<file path="src/rtl/pxc_pkg.sv">
package pxc_pkg;

    localparam int EXC_W     = 3;
    localparam int NUM_STAGE = 4;   // stages that can raise a fault: fetch, decode, execute, memory

    typedef enum logic [EXC_W-1:0] {
        EXC_NONE    = 3'd0,
        EXC_FETCH   = 3'd1,
        EXC_ILLEGAL = 3'd2,
        EXC_ARITH   = 3'd3,
        EXC_DATA    = 3'd4,
        EXC_IRQ     = 3'd5
    } exc_e;

    typedef struct packed {
        logic valid;
        logic rwe;
        logic mwe;
        exc_e code;
    } tok_t;

    localparam tok_t TOK_BUBBLE = '{valid: 1'b0, rwe: 1'b0, mwe: 1'b0, code: EXC_NONE};

    typedef enum logic [1:0] {
        ST_RUN      = 2'd0,
        ST_DRAIN    = 2'd1,
        ST_IRQ_WAIT = 2'd2
    } ctl_state_e;

endpackage

</file>
<file path="src/rtl/pxc_latch.sv">
module pxc_latch
    import pxc_pkg::*;
#(
    parameter int PC_W = 32
) (
    input  logic            clk,
    input  logic            rst_n,
    input  logic            flush,
    input  tok_t            d_tok,
    input  logic [PC_W-1:0] d_pc,
    output tok_t            q_tok,
    output logic [PC_W-1:0] q_pc
);

    always_ff @(posedge clk or negedge rst_n) begin
        if (!rst_n) begin
            q_tok <= TOK_BUBBLE;
            q_pc  <= '0;
        end else begin
            q_tok <= flush ? TOK_BUBBLE : d_tok;
            q_pc  <= d_pc;
        end
    end

endmodule

</file>
<file path="src/rtl/pxc_fault_net.sv">
module pxc_fault_net
    import pxc_pkg::*;
#(
    parameter int NST = NUM_STAGE
) (
    input  tok_t           view_tok [NST],
    input  logic [NST-1:0] fault,
    output tok_t           post_tok [NST],
    output logic           any_hit
);

    logic [NST-1:0] hit;
    logic [NST-1:0] shadow;   // an older stage recorded a fault this cycle

    always_comb begin
        shadow = '0;
        for (int i = NST - 2; i >= 0; i--) begin
            shadow[i] = shadow[i+1] | hit[i+1];
        end
    end

    for (genvar g = 0; g < NST; g++) begin : g_stage
        assign hit[g] = view_tok[g].valid && (view_tok[g].code == EXC_NONE) && fault[g];

        always_comb begin
            post_tok[g] = view_tok[g];
            if (shadow[g]) begin
                post_tok[g] = TOK_BUBBLE;
            end else if (hit[g]) begin
                post_tok[g].code = exc_e'(EXC_W'(g + 1));
            end
        end
    end

    assign any_hit = |hit;

endmodule

</file>
<file path="src/rtl/pxc_ctl_fsm.sv">
module pxc_ctl_fsm
    import pxc_pkg::*;
(
    input  logic clk,
    input  logic rst_n,
    input  logic irq_req,
    input  logic new_fault,
    input  logic take_fault,
    input  logic wb_clean,
    output logic fetch_allow,
    output logic take_irq
);

    ctl_state_e state;

    always_ff @(posedge clk or negedge rst_n) begin
        if (!rst_n) begin
            state <= ST_RUN;
        end else begin
            unique case (state)
                ST_RUN: begin
                    if (take_fault)     state <= ST_RUN;
                    else if (new_fault) state <= ST_DRAIN;
                    else if (irq_req)   state <= ST_IRQ_WAIT;
                end
                ST_DRAIN: begin
                    if (take_fault)     state <= ST_RUN;
                end
                ST_IRQ_WAIT: begin
                    if (take_fault || take_irq) state <= ST_RUN;
                    else if (new_fault)         state <= ST_DRAIN;
                end
                default: state <= ST_RUN;
            endcase
        end
    end

    always_comb begin
        fetch_allow = 1'b1;
        take_irq    = 1'b0;
        unique case (state)
            ST_RUN:      fetch_allow = 1'b1;
            ST_DRAIN:    fetch_allow = 1'b0;
            ST_IRQ_WAIT: take_irq    = wb_clean && !take_fault;
            default:     fetch_allow = 1'b1;
        endcase
    end

endmodule

</file>
<file path="src/rtl/precise_exc_ctl.sv">
module precise_exc_ctl
    import pxc_pkg::*;
#(
    parameter int              PC_W       = 32,
    parameter logic [PC_W-1:0] RESET_PC   = '0,
    parameter logic [PC_W-1:0] HANDLER_PC = PC_W'(32'h0000_0100)
) (
    input  logic            clk,
    input  logic            rst_n,
    input  logic            if_rwe,
    input  logic            if_mwe,
    input  logic            if_fault,
    input  logic            id_fault,
    input  logic            ex_fault,
    input  logic            mem_fault,
    input  logic            irq_req,
    output logic            fetch_en,
    output logic [PC_W-1:0] fetch_pc,
    output logic            mem_we,
    output logic [PC_W-1:0] mem_pc,
    output logic            reg_we,
    output logic [PC_W-1:0] wb_pc,
    output logic            trap_take,
    output logic            irq_ack,
    output logic [EXC_W-1:0] trap_cause,
    output logic [PC_W-1:0] trap_epc
);

    localparam int NST     = NUM_STAGE;
    localparam int WB_IDX  = NST - 1;
    localparam int MEM_IDX = NST - 2;
    localparam logic [PC_W-1:0] PC_STEP = PC_W'(4);

    tok_t            view_tok [NST];
    logic [PC_W-1:0] view_pc  [NST];
    tok_t            post_tok [NST];
    tok_t            lat_tok  [NST];
    logic [PC_W-1:0] lat_pc   [NST];
    logic [NST-1:0]  fault_vec;
    logic            new_fault;
    logic            take_fault;
    logic            take_irq;
    logic            wb_clean;
    logic            fetch_allow;
    logic [PC_W-1:0] pc_q;
    tok_t            wb_tok;
    tok_t            mem_tok;

    assign fault_vec  = {mem_fault, ex_fault, id_fault, if_fault};
    assign wb_tok     = lat_tok[WB_IDX];
    assign mem_tok    = lat_tok[MEM_IDX];
    assign take_fault = wb_tok.valid && (wb_tok.code != EXC_NONE);
    assign wb_clean   = wb_tok.valid && (wb_tok.code == EXC_NONE);
    assign trap_take  = take_fault || take_irq;
    assign irq_ack    = take_irq;
    assign fetch_en   = fetch_allow && !trap_take;
    assign fetch_pc   = pc_q;

    always_comb begin
        view_tok[0] = '{valid: fetch_en, rwe: if_rwe, mwe: if_mwe, code: EXC_NONE};
        view_pc[0]  = pc_q;
        for (int i = 1; i < NST; i++) begin
            view_tok[i] = lat_tok[i-1];
            view_pc[i]  = lat_pc[i-1];
        end
    end

    pxc_fault_net #(.NST(NST)) u_fnet (
        .view_tok (view_tok),
        .fault    (fault_vec),
        .post_tok (post_tok),
        .any_hit  (new_fault)
    );

    for (genvar g = 0; g < NST; g++) begin : g_latch
        pxc_latch #(.PC_W(PC_W)) u_lat (
            .clk   (clk),
            .rst_n (rst_n),
            .flush (trap_take),
            .d_tok (post_tok[g]),
            .d_pc  (view_pc[g]),
            .q_tok (lat_tok[g]),
            .q_pc  (lat_pc[g])
        );
    end

    pxc_ctl_fsm u_fsm (
        .clk         (clk),
        .rst_n       (rst_n),
        .irq_req     (irq_req),
        .new_fault   (new_fault),
        .take_fault  (take_fault),
        .wb_clean    (wb_clean),
        .fetch_allow (fetch_allow),
        .take_irq    (take_irq)
    );

    // commit strobes: a store commits in the memory stage, a register write in writeback
    assign mem_we = mem_tok.valid && mem_tok.mwe && (mem_tok.code == EXC_NONE)
                    && !mem_fault && !trap_take;
    assign mem_pc = lat_pc[MEM_IDX];
    assign reg_we = wb_clean && wb_tok.rwe;
    assign wb_pc  = lat_pc[WB_IDX];

    always_ff @(posedge clk or negedge rst_n) begin
        if (!rst_n) begin
            pc_q       <= RESET_PC;
            trap_cause <= '0;
            trap_epc   <= '0;
        end else begin
            if (trap_take) begin
                pc_q       <= HANDLER_PC;
                trap_cause <= take_fault ? wb_tok.code : EXC_IRQ;
                trap_epc   <= take_fault ? lat_pc[WB_IDX] : lat_pc[WB_IDX] + PC_STEP;
            end else if (fetch_en) begin
                pc_q <= pc_q + PC_STEP;
            end
        end
    end

endmodule

</file>
<file path="config.mk">
export PLATFORM = sky130hd
export DESIGN_NAME = precise_exc_ctl
export DESIGN_NICKNAME = d
export VERILOG_FILES = /design/src/rtl/pxc_pkg.sv /design/src/rtl/pxc_latch.sv /design/src/rtl/pxc_fault_net.sv /design/src/rtl/pxc_ctl_fsm.sv /design/src/rtl/precise_exc_ctl.sv
export SDC_FILE = /design/constraint.sdc
export NUM_CORES = 1
export LEC_CHECK = 0
export BUFFER_PORTS_ARGS = -buffer_cell sky130_fd_sc_hd__buf_2
export CAP_MARGIN = 20
export CORE_MARGIN = 10
export CORE_UTILIZATION = 25
export CTS_BUF_LIST = sky130_fd_sc_hd__clkbuf_8
export CTS_CLUSTER_SIZE = 28
export DETAILED_ROUTE_END_ITERATION = 7
export MAX_ROUTING_LAYER = met4
export PLACE_DENSITY = 0.52
export SYNTH_ARGS = -nofsm -noshare
export SYNTH_HDL_FRONTEND = slang
export SYNTH_HIERARCHICAL = 1
export SYNTH_SLANG_ARGS = --single-unit
</file>
<file path="constraint.sdc">
create_clock -name clk -period 4.9 [get_ports clk]
set_input_delay 0.735 -clock clk [delete_from_list [all_inputs] [get_ports clk]]
set_output_delay 0.735 -clock clk [all_outputs]
set_load 0.005 [all_outputs]
</file>
# Yosys cells after proc, flatten, opt, wreduce, memory -nomap -nowiden
# Index checks and enable logic that the tools add are counted.
# op_classes
muxes	27
addsub	2
n_eq_ne	5
n_reduce_logical	29
n_bitwise	2
# op_table
operator	count
two-way mux 32 bit	3
adder 32 x 3 -> 32 bit, second input constant	2
two-way mux 3 bit	10
two-way mux 6 bit	4
logical AND 1 bit	16
zero test 3 bit	4
two-way mux 2 bit	6
case mux 2 bit (3 select lines)	1
inequality test 4 bit, second input constant	1
OR reduction 4 bit	1
zero test 1 bit	3
two-way mux 1 bit	3
inequality test 3 bit, second input constant	1
AND reduction 3 bit	1
nonzero test 3 bit	1
equality test 2 x 1 -> 1 bit, second input constant	1
equality test 2 bit, second input constant	1
zero test 2 bit	1
inequality test 2 bit, second input constant	1
bitwise OR 1 bit	2
nonzero test 2 bit	1
logical OR 1 bit	1
# totals
word_cells	88
reg_bits	220
inputBits	9
output_inout_bits	136

# Logic depth before layout (Yosys ltp)
# Gate-level depths: netlist (run 1).
# depth
word_depth	13
ltp_mapped	13
ltp_nobuf	11

# By module
# Netlist (run 1), hierarchy kept.
# modules_own_cells
mod	instances	seq_area_each_um2	cells_each	area_each_um2
pxc_latch	4	950.9	44	988.4
precise_exc_ctl	1	1626.6	367	3389.5
pxc_fault_net	1	0.0	40	309.0
pxc_ctl_fsm	1	50.0	11	110.1

# Worst setup path before layout (run 1)
# Ideal clock, no wire load.
# synth_timing
kind	register -> output
startpoint	reg g_latch[3].u_lat/q_tok[1] (netlist bit)
endpoint	out mem_we
slack_ns	1.589
t_required_ns	4.165
arrival_time_ns	2.576
path_stages_with_launch	10
cell_sequence	dfrtp_1 > nor3_2 > or2b_2 > inv_2 > buf_6 > nor3_1 > nor2_1 > inv_2 > clkbuf_1 > nor2_1
# synth_via
elab_chain_cells	8
word_cells_on_any_way	10
# synth_rtl
item	line_no	rtl
start, declared	pxc_latch.sv:11	output tok_t q_tok,
start signal, assigned	pxc_latch.sv:20	q_tok <= flush ? TOK_BUBBLE : d_tok;
nonzero test 3 bit	precise_exc_ctl.sv:52	assign take_fault = wb_tok.valid && (wb_tok.code != EXC_NONE);
logical AND 1 bit	precise_exc_ctl.sv:52	
named net take_fault	precise_exc_ctl.sv:41	logic take_fault;
zero test 1 bit	pxc_ctl_fsm.sv:44	ST_IRQ_WAIT: take_irq = wb_clean && !take_fault;
logical AND 1 bit	pxc_ctl_fsm.sv:44	
two-way mux 1 bit	pxc_ctl_fsm.sv:41	unique case (state)
named net irq_ack	precise_exc_ctl.sv:24	output logic irq_ack,
logical OR 1 bit	precise_exc_ctl.sv:54	assign trap_take = take_fault || take_irq;
named net trap_take	precise_exc_ctl.sv:23	output logic trap_take,
zero test 1 bit	precise_exc_ctl.sv:100	&& !mem_fault && !trap_take;
logical AND 1 bit	precise_exc_ctl.sv:100	
end, declared	precise_exc_ctl.sv:19	output logic mem_we,
# The timed path passes the listed nets, and every way through them passes these cells.

# Worst setup path after layout (run 1)
# layout_timing
startpoint	reg g_latch[3].u_lat/q_tok[5] (netlist bit)
endpoint	out mem_we
# layout_via
elab_chain_cells	7
word_cells_on_any_way	8
# layout_rtl
item	line_no
logical AND 1 bit	precise_exc_ctl.sv:52
zero test 1 bit	pxc_ctl_fsm.sv:44
logical AND 1 bit	pxc_ctl_fsm.sv:44
two-way mux 1 bit	pxc_ctl_fsm.sv:41
logical OR 1 bit (*)	precise_exc_ctl.sv:54
zero test 1 bit (*)	precise_exc_ctl.sv:100
logical AND 1 bit (*)	precise_exc_ctl.sv:100
# Mark *: on every way between the ends. The rest lies on a longest branch, timed or not.

==> results of run 1 <==
## worst max-delay path, cell delays in order, from the launching register on
cell	delay, ns
dfrtp_1	0.40
or2b_2	0.37
inv_2	0.26
nor3_1	0.09
buf_4	0.20
nor2_4	0.10
buf_4	0.41
inv_2	0.28
nor2_1	0.15
buf_2	0.12
## cell type report
type,count,area share
clock buffer,44,0.0628
clock inverter,20,0.0128
inverter,5,0.00195
multi-input combinational,354,0.224
sequential,218,0.565
tap,396,0.0513
timing repair buffer,151,0.0821
## flip-flops by register name, indices dropped and copies added, names as in the netlist
| name | flops |
|---|---|
| g_latch.u_lat/q_pc | 128 |
| trap_epc | 32 |
| fetch_pc | 30 |
| g_latch.u_lat/q_tok | 23 |
| trap_cause | 3 |
| u_fsm/state | 2 |
## cells in the final DEF (no fill, tap or decap), drive strengths merged, types with 2 or more instances in the layout
cell type	instances
o21ba	2
nor2b	29
ha	2
nor3	9
xnor2	7
clkbuf	44
o21ai	30
or3	3
clkinvlp	2
nor3b	5
nand3	24
inv	16
nand2	55
o211ai	2
nor4b	5
xor2	42
dfrtp	218
or2b	2
buf	151
nand4	27
and2	3
conb	10
nor2	48
mux2i	3
and3	12
clkinv	6
nor4	9
nand2b	3
a21oi	9
or4	3
a31oi	2
## metal layers
| layer | up-vias | share of wire | track usage |
|---|---|---|---|
| met3 | 36 | 0.063 | 0.0300 |
| met2 | 110 | 0.52 | 0.174 |
| met4 | 0 | 0.028 | 0.0458 |
| met5 | - | 0 | - |
| met1 | 2323 | 0.39 | 0.111 |
| li1 | 2349 | - | - |
## metrics by stage
step           utilization  hold WS [ns]
2_1_floorplan            -         0.331
6_report             0.316         0.214
5_1_grt              0.316         0.297
3_3_place_gp         0.292         0.331
3_5_place_dp         0.292         0.335
4_1_cts              0.316         0.271
## power groups by stage
stage,Sequential (uW),Clock (uW),Combinational (uW)
6_report,2250,1580,838
5_1_grt,2290,1730,953
4_1_cts,2260,1650,867
3_5_place_dp,2290,0,864
3_3_place_gp,2280,0,846
2_1_floorplan,2240,0,537
## path summary, 6_finish.rpt
path / end / cells past startpoint / startpoint
max: mem_we / 9 / g_latch[3].u_lat/q_tok[5]
min: g_latch[0].u_lat/q_tok[5] / 1 / rst_n
max reg2reg: fetch_pc[29] / 10 / g_latch[3].u_lat/q_tok[5]
min reg2reg: g_latch[2].u_lat/q_pc[22] / 0 / g_latch[1].u_lat/q_pc[22]
max in group asynchronous: fetch_pc[29] / 2 / rst_n
min in group clk: g_latch[2].u_lat/q_pc[22] / 0 / g_latch[1].u_lat/q_pc[22]
==> impl_metrics.csv, run 1 <==
group,metric,value,unit
status,outcome,"complete, no violations",
clock_network,clockBufferDepth,3,
logic_synthesis,yosysWarnings,6,
routing,drtIter0Drc,242,
routing,wl_per_cell,16.4,um
floorplanning,coreArea,30500,um^2
power_and_ir_drop,peakVddDrop,0.145,mV
global_routing,grt_usage,0.103,
floorplanning,initial_core_util,0.253,
power_and_ir_drop,clock_power_share,0.339,
logic_synthesis,synth_cells,591,
floorplanning,die_x,196,um
final_layout,instances_no_fill,1188,
placement,dpl_cell_area,8910,um^2
routing,postRouteAntennaNets,0,
global_routing,grt_pass1_vias,5206,
final_layout,fin_area,9650,um^2
power_and_ir_drop,switchingPower,1390,uW
final_layout,multi_input_area,2160,um^2
clock_network,clock_latency,0.53,ns
timing,finalWorstSetupSlack,1.23,ns
routing,drt-total-wl,19500,um
global_routing,grt_remaining_overflow,0,
power_and_ir_drop,switching_share,0.299,
clock_network,ctsResizeCount,0,
placement,dp_cells,1123,
global_routing,grt_max_degree,116,
clock_network,holdBufCountCts,0,
worst_setup_path,path_max_fanout,48,
routing,drt-pass1-iter-count,6,
logic_synthesis,syn_avg_cell_area,13.1,um^2
floorplanning,io_pins,145,
placement,hpwlAfterDp,14200,um
timing,hold_violations,0,
clock_network,numClockSinks,218,
placement,post-place-ws,1.73,ns
timing,rsz0062_at_grt,"no",
placement,place_congestion,0.813,
floorplanning,fp.dieArea,38300,um^2
worst_setup_path,worstSetupPathType,"flip-flop to output pin",
timing,skew,0.0237,ns
global_routing,grt_pass1_wl,30600,um
routing,vias_per_cell,4.06,
final_layout,drive_above_1_share,0.287,
routing,drc,0,
worst_setup_path,arrival,2.93,ns
timing,worst_slew_pin_slew,0.881,ns
timing,period_needed,3.67,ns
clock_network,cts-buffers-inserted,37,
floorplanning,die_y,196,um
clock_network,clockRootBuffer,"clkbuf_8",
floorplanning,row_count,64,
logic_synthesis,syn_area,7720,um^2
clock_network,clkTransAtPathRegs,0.06,ns
worst_setup_path,required,4.16,ns
power_and_ir_drop,finalPower,4670,uW
power_and_ir_drop,power.internal,3270,uW
global_routing,antenna_found_initial,0,
timing,slew_viol_final,0,
placement,port_buffers,142,
min_path,hold_class,"primary input to asynchronous set/reset pin",
power_and_ir_drop,powerDensity,484,nW/um^2
timing,max_freq,273,MHz
power_and_ir_drop,p_seq_frac,0.481,
worst_setup_path,worst_setup_path_end_kind,"output pin",
clock_network,cts_tree,"yes",
power_and_ir_drop,leakagePower,0.00484,uW
worst_setup_path,rrSetupSlack,1.79,ns
timing,max_slew_margin,0.412,
clock_network,h-tree-depth,2,
final_layout,regArea,5460,um^2
timing,period_share,0.748,
final_layout,syn_to_final_growth,24.9,%
worst_setup_path,critPathLaunchType,"flip-flop",
final_layout,n_antenna_cell,0,
routing,vias,4818,
power_and_ir_drop,p_comb_frac,0.179,
timing,setup_violations,0,
timing,setup-tns-final,0,ns
final_layout,fillers,3123,
clock_network,post_cts_buffers,0,
run,max_cap_viol_count,0,
final_layout,fin_nets,778,
(Power assumes the default switching activity.)
==> inputs of run 2 (changes only) <==
PLACE_DENSITY = 0.54   (was 0.52)
clock period = 3.1 ns   (was 4.9 ns; I/O delays follow)
==> run 2 against run 1 <==
- setup slack got worse by 0.86 ns
- sequential power grew 57%
- via count up 2.2%
- critical path depth shrank 1
- critical endpoint unchanged
- highest routed layer unchanged
==> impl_metrics.csv, run 2 (synthesis gave the netlist of run 1 again) <==
group,metric,value,unit
final_layout,instances_no_fill,1190,
final_layout,layout_common_cells,"218 x dfrtp_1, 141 x buf_2, 55 x nand2_1",
worst_setup_path,path_max_fanout,14,
floorplanning,row_count,64,
timing,slew_viol_final,0,
timing,skew,0.0298,ns
routing,drc,0,
clock_network,h-tree-depth,2,
worst_setup_path,path_buf_inv,3,
final_layout,fillers,3066,
worst_setup_path,worst_setup_path_end_kind,"output pin",
global_routing,grt_pass1_vias,5206,
clock_network,clock_latency,0.52,ns
worst_setup_path,r2r-end,"u_fsm/state[1]",
clock_network,ctsResizeCount,0,
floorplanning,fp.dieArea,38300,um^2
timing,setup-tns-final,0,ns
final_layout,largest_reg_flops,128,
clock_network,clkTransAtPathRegs,0.06,ns
timing,hold_violations,0,
worst_setup_path,path_delay_family,"simple AND/OR/NAND/NOR gates",
placement,place_congestion,0.796,
clock_network,numClockSinks,218,
routing,drtIter0Drc,182,
final_layout,fin_area,9670,um^2
power_and_ir_drop,finalPower,7310,uW
worst_setup_path,cp.depth,8,
floorplanning,initial_core_util,0.253,
timing,max_freq,367,MHz
global_routing,grt_max_degree,93,
final_layout,drive_above_1_share,0.288,
final_layout,fin_nets,784,
placement,hpwlAfterDp,14300,um
power_and_ir_drop,leakagePower,0.00484,uW
floorplanning,io_pins,145,
run,max_cap_viol_count,0,
power_and_ir_drop,powerDensity,756,nW/um^2
global_routing,antenna_found_initial,0,
clock_network,clockBufferDepth,3,
min_path,hold_depth,3,
floorplanning,die_x,196,um
timing,worst_slew_pin_slew,0.844,ns
timing,hold_ws,0.247,ns
placement,dp_cells,1129,
timing,max_slew_margin,0.433,
worst_setup_path,crit_top_cell,"inv_2",
worst_setup_path,critPathLaunchType,"flip-flop",
routing,vias,4924,
floorplanning,coreArea,30500,um^2
min_path,hold-path-endpoint,"u_fsm/state[1]",
routing,postRouteAntennaNets,0,
power_and_ir_drop,peakVddDrop,0.278,mV
routing,drt-total-wl,19700,um
min_path,hold_class,"primary input to flip-flop",
worst_setup_path,worstSetupPathType,"flip-flop to output pin",
worst_setup_path,path_cells,"nor3_2 > or2b_2 > inv_2 > nor3_1 > nor2_4 > inv_2 > nor2_1 > buf_2",
timing,rsz0062_at_grt,"no",
routing,wl_per_cell,16.5,um
final_layout,n_antenna_cell,0,
final_layout,layout_commonest_cell,"dfrtp_1",
worst_setup_path,reg2reg_from,"g_latch[3].u_lat/q_tok[1]",
timing,setup_violations,0,
global_routing,grt_pass1_wl,30900,um
final_layout,largest-register,"g_latch.u_lat/q_pc",
status,outcome,"complete, no violations",
global_routing,grt_remaining_overflow,0,
clock_network,cts-buffers-inserted,37,
placement,dpl_cell_area,8980,um^2
clock_network,clockRootBuffer,"clkbuf_8",
routing,vias_per_cell,4.14,
placement,port_buffers,142,
worst_setup_path,rrSetupSlack,0.59,ns
worst_setup_path,crit_slowest_cell,"dfrtp_1",
worst_setup_path,rr_worst_depth,10,
final_layout,syn_to_final_growth,25.2,%
worst_setup_path,arrival,2.26,ns
timing,period_needed,2.72,ns
timing,period_share,0.879,
routing,drt-pass1-iter-count,4,
floorplanning,die_y,196,um
clock_network,cts_tree,"yes",
min_path,hp-start,"irq_req",
clock_network,post_cts_buffers,0,
worst_setup_path,required,2.63,ns
global_routing,grt_usage,0.105,
worst_setup_path,slowest_delay,0.38,ns
run 2: what timing repair did:
| item | in CTS | in global routing |
|---|---|---|
| endpoints found under the hold margin | 69 | 0 |
| endpoints found under the setup margin | 0 | 0 |
| hold buffers | 1 | 0 |
run 2: per-layer routing:
layer  vias to the layer above  global-route usage  share of wire
met5                         -                   -              0
met4                         0              0.0433          0.029
met3                        41              0.0298          0.060
met2                       130               0.172           0.51
met1                      2397               0.118           0.40
li1                       2356                   -              -
run 2: how the worst max path moves through the flow:
stage,to,start,slack (ns)
5_1_grt,mem_we,g_latch[3].u_lat/q_tok[1],0.16
4_1_cts,mem_we,g_latch[3].u_lat/q_tok[1],0.32
2_1_floorplan,mem_we,g_latch[3].u_lat/q_tok[1],0.08
3_3_place_gp,u_fsm/state[1],g_latch[3].u_lat/q_tok[1],0.68
3_5_place_dp,u_fsm/state[1],g_latch[3].u_lat/q_tok[1],0.60
6_report,mem_we,g_latch[3].u_lat/q_tok[1],0.38
run 2: worst min-delay path: stages:
cell and delay [ns]:
buf_2 0.10, nand2b_1 0.08, a2111oi_2 0.07
run 2: cell type report:
cell class | instances | area, um^2 | share of cell area
Sequential cell | 218 | 5460 | 0.564
Multi-Input combinational cell | 354 | 2160 | 0.223
Timing Repair Buffer | 157 | 861 | 0.0890
Clock buffer | 43 | 592 | 0.0612
Tap cell | 396 | 495 | 0.0512
Clock inverter | 17 | 90.1 | 0.00932
Inverter | 5 | 18.8 | 0.00194
run 2: power breakdown:
part	internal [uW]	switching (uW)
Combinational	589	809
Sequential	3260	283
Clock	1260	1120
run 2: metrics by stage:
| stage | setup slack, ns | utilization |
|---|---|---|
| final | 0.376 | 0.317 |
| after global routing | 0.160 | 0.317 |
| after CTS | 0.315 | 0.317 |
| after detailed placement | 0.597 | 0.294 |
| after global placement | 0.677 | 0.294 |
| after floorplan | 0.0794 | - |
==> inputs of run 3 (changes only) <==
ABC_AREA = 1   (was unset)
PLACE_DENSITY = 0.53   (was 0.54)
==> run 3 against run 2 <==
- worst hold slack got worse by 0.016 ns
- register-to-register slack improved by 0.35 ns
- final area rose by 8.3%
- clock skew fell by 0.0061 ns
- sequential share of layout area fell by 4.3 points
==> impl_metrics.csv, run 3 <==
group,metric,value,unit
final_layout,syn_to_final_growth,24.4,%
worst_setup_path,arrival,2.30,ns
routing,vias_per_cell,4.03,
final_layout,layout_commonest_cell,"dfrtp_1",
timing,worst_slew_pin_slew,0.743,ns
final_layout,n_antenna_cell,0,
clock_network,h-tree-depth,2,
floorplanning,initial_core_util,0.252,
routing,postRouteAntennaNets,0,
final_layout,instances_no_fill,1497,
logic_synthesis,synth_cells,842,
timing,hold_violations,0,
timing,setup-tns-final,0,ns
final_layout,largest_reg_flops,128,
final_layout,drive_above_1_share,0.236,
global_routing,grt_pass1_wl,36200,um
worst_setup_path,required,2.63,ns
routing,wl_per_cell,15.2,um
worst_setup_path,critPathLaunchType,"flip-flop",
global_routing,grt_usage,0.113,
routing,vias,6038,
clock_network,clkTransAtPathRegs,0.06,ns
clock_network,post_cts_buffers,0,
power_and_ir_drop,leakagePower,0.00556,uW
power_and_ir_drop,powerDensity,726,nW/um^2
floorplanning,die_x,204,um
min_path,hold_class,"primary input to flip-flop",
clock_network,cts-buffers-inserted,37,
routing,drt-total-wl,22700,um
floorplanning,row_count,67,
timing,max_slew_margin,0.504,
power_and_ir_drop,peakVddDrop,0.374,mV
worst_setup_path,crit_slowest_cell,"dfrtp_1",
placement,place_congestion,0.830,
placement,dp_cells,1431,
timing,max_freq,361,MHz
worst_setup_path,worst_setup_path_end_kind,"output pin",
timing,slew_viol_final,0,
routing,drtIter0Drc,362,
final_layout,fin_area,10500,um^2
logic_synthesis,syn_area,8420,um^2
floorplanning,die_y,204,um
run,max_cap_viol_count,0,
timing,rsz0062_at_grt,"no",
timing,period_share,0.893,
worst_setup_path,worstSetupPathType,"flip-flop to output pin",
placement,dpl_cell_area,9740,um^2
final_layout,fin_nets,1034,
clock_network,ctsResizeCount,0,
logic_synthesis,syn_avg_cell_area,10.0,um^2
global_routing,grt_pass1_vias,6346,
routing,drt-pass1-iter-count,4,
timing,period_needed,2.77,ns
global_routing,grt_remaining_overflow,0,
floorplanning,io_pins,145,
placement,hpwlAfterDp,17300,um
logic_synthesis,yosysWarnings,6,
global_routing,antenna_found_initial,0,
timing,setup_violations,0,
global_routing,grt_max_degree,92,
floorplanning,fp.dieArea,41400,um^2
floorplanning,coreArea,33400,um^2
routing,drc,0,
worst_setup_path,slowest_delay,0.39,ns
final_layout,layout_common_cells,"218 x dfrtp_1, 187 x nand2_1, 141 x buf_2",
worst_setup_path,path_max_fanout,27,
clock_network,clock_latency,0.53,ns
worst_setup_path,path_delay_family,"simple AND/OR/NAND/NOR gates",
status,outcome,"complete, no violations",
worst_setup_path,path_cells,"nor2_2 > nand2_2 > nor2_1 > and3_1 > inv_1 > nand2_4 > buf_4 > nor3_1 > buf_2",
clock_network,numClockSinks,218,
power_and_ir_drop,finalPower,7600,uW
placement,port_buffers,142,
worst_setup_path,path_buf_inv,3,
clock_network,clockRootBuffer,"clkbuf_8",
clock_network,cts_tree,"yes",
timing,skew,0.0237,ns
final_layout,largest-register,"g_latch.u_lat/q_pc",
clock_network,clockBufferDepth,3,
## run 3: through the flow
step	hold WS [ns]	setup slack, ns	util
2_1_floorplan	0.169	0.919	-
4_1_cts	0.194	0.300	0.314
3_3_place_gp	0.332	0.980	0.292
5_1_grt	0.239	0.189	0.314
3_5_place_dp	0.335	0.885	0.292
6_report	0.231	0.333	0.314
## run 3: final cells by class
class,instances,area (um^2)
clock inverter,22,136
sequential,218,5460
fill,3531,22900
tap,448,561
clock buffer,43,592
timing repair buffer,152,848
inverter,105,400
multi-input combinational,509,2480
## run 3: layer usage
| metal | wire length, um | vias up | global-route usage |
|---|---|---|---|
| li1 | - | 3006 | - |
| met1 | 9150 | 2884 | 0.123 |
| met2 | 11400 | 114 | 0.189 |
| met3 | 1600 | 34 | 0.0392 |
| met4 | 561 | 0 | 0.0413 |
| met5 | 0 | - | - |
## run 3: power by group
group          internal [uW]  switching (uW)
Clock                   1360            1130
Sequential              3220             250
Combinational            540            1100
## run 3: worst register-to-register path, cell delays in order, from the launching register on
cell	delay, ns
dfrtp_1	0.41
inv_1	0.10
a21oi_2	0.13
inv_1	0.07
and3_1	0.20
inv_1	0.13
nand2_4	0.08
nor2_2	0.21
nand2_1	0.08
nor2_1	0.16
nor2_1	0.07
nand2_1	0.08
inv_1	0.05
nor2_1	0.08
nand2_1	0.06
nand2_1	0.06
nand4_1	0.07
nand2_1	0.06
## run 3: path summary, 6_finish.rpt
check	from	end	slack, ns	depth (start not counted)
min reg2reg	g_latch[0].u_lat/q_pc[20]	g_latch[1].u_lat/q_pc[20]	0.34	0
max in group asynchronous	rst_n	g_latch[3].u_lat/q_pc[9]	1.76	3
min in group asynchronous	rst_n	g_latch[0].u_lat/q_pc[3]	0.53	2
min	if_rwe	g_latch[0].u_lat/q_tok[4]	0.23	5
max	g_latch[3].u_lat/q_tok[1]	mem_we	0.33	9
max reg2reg	g_latch[3].u_lat/q_tok[5]	u_fsm/state[0]	0.94	17
## run 3: repair_timing
| item | in CTS | in global routing |
|---|---|---|
| setup endpoints to repair | 0 | 0 |
| hold endpoints to repair | 86 | 0 |
| hold buffers | 1 | 0 |
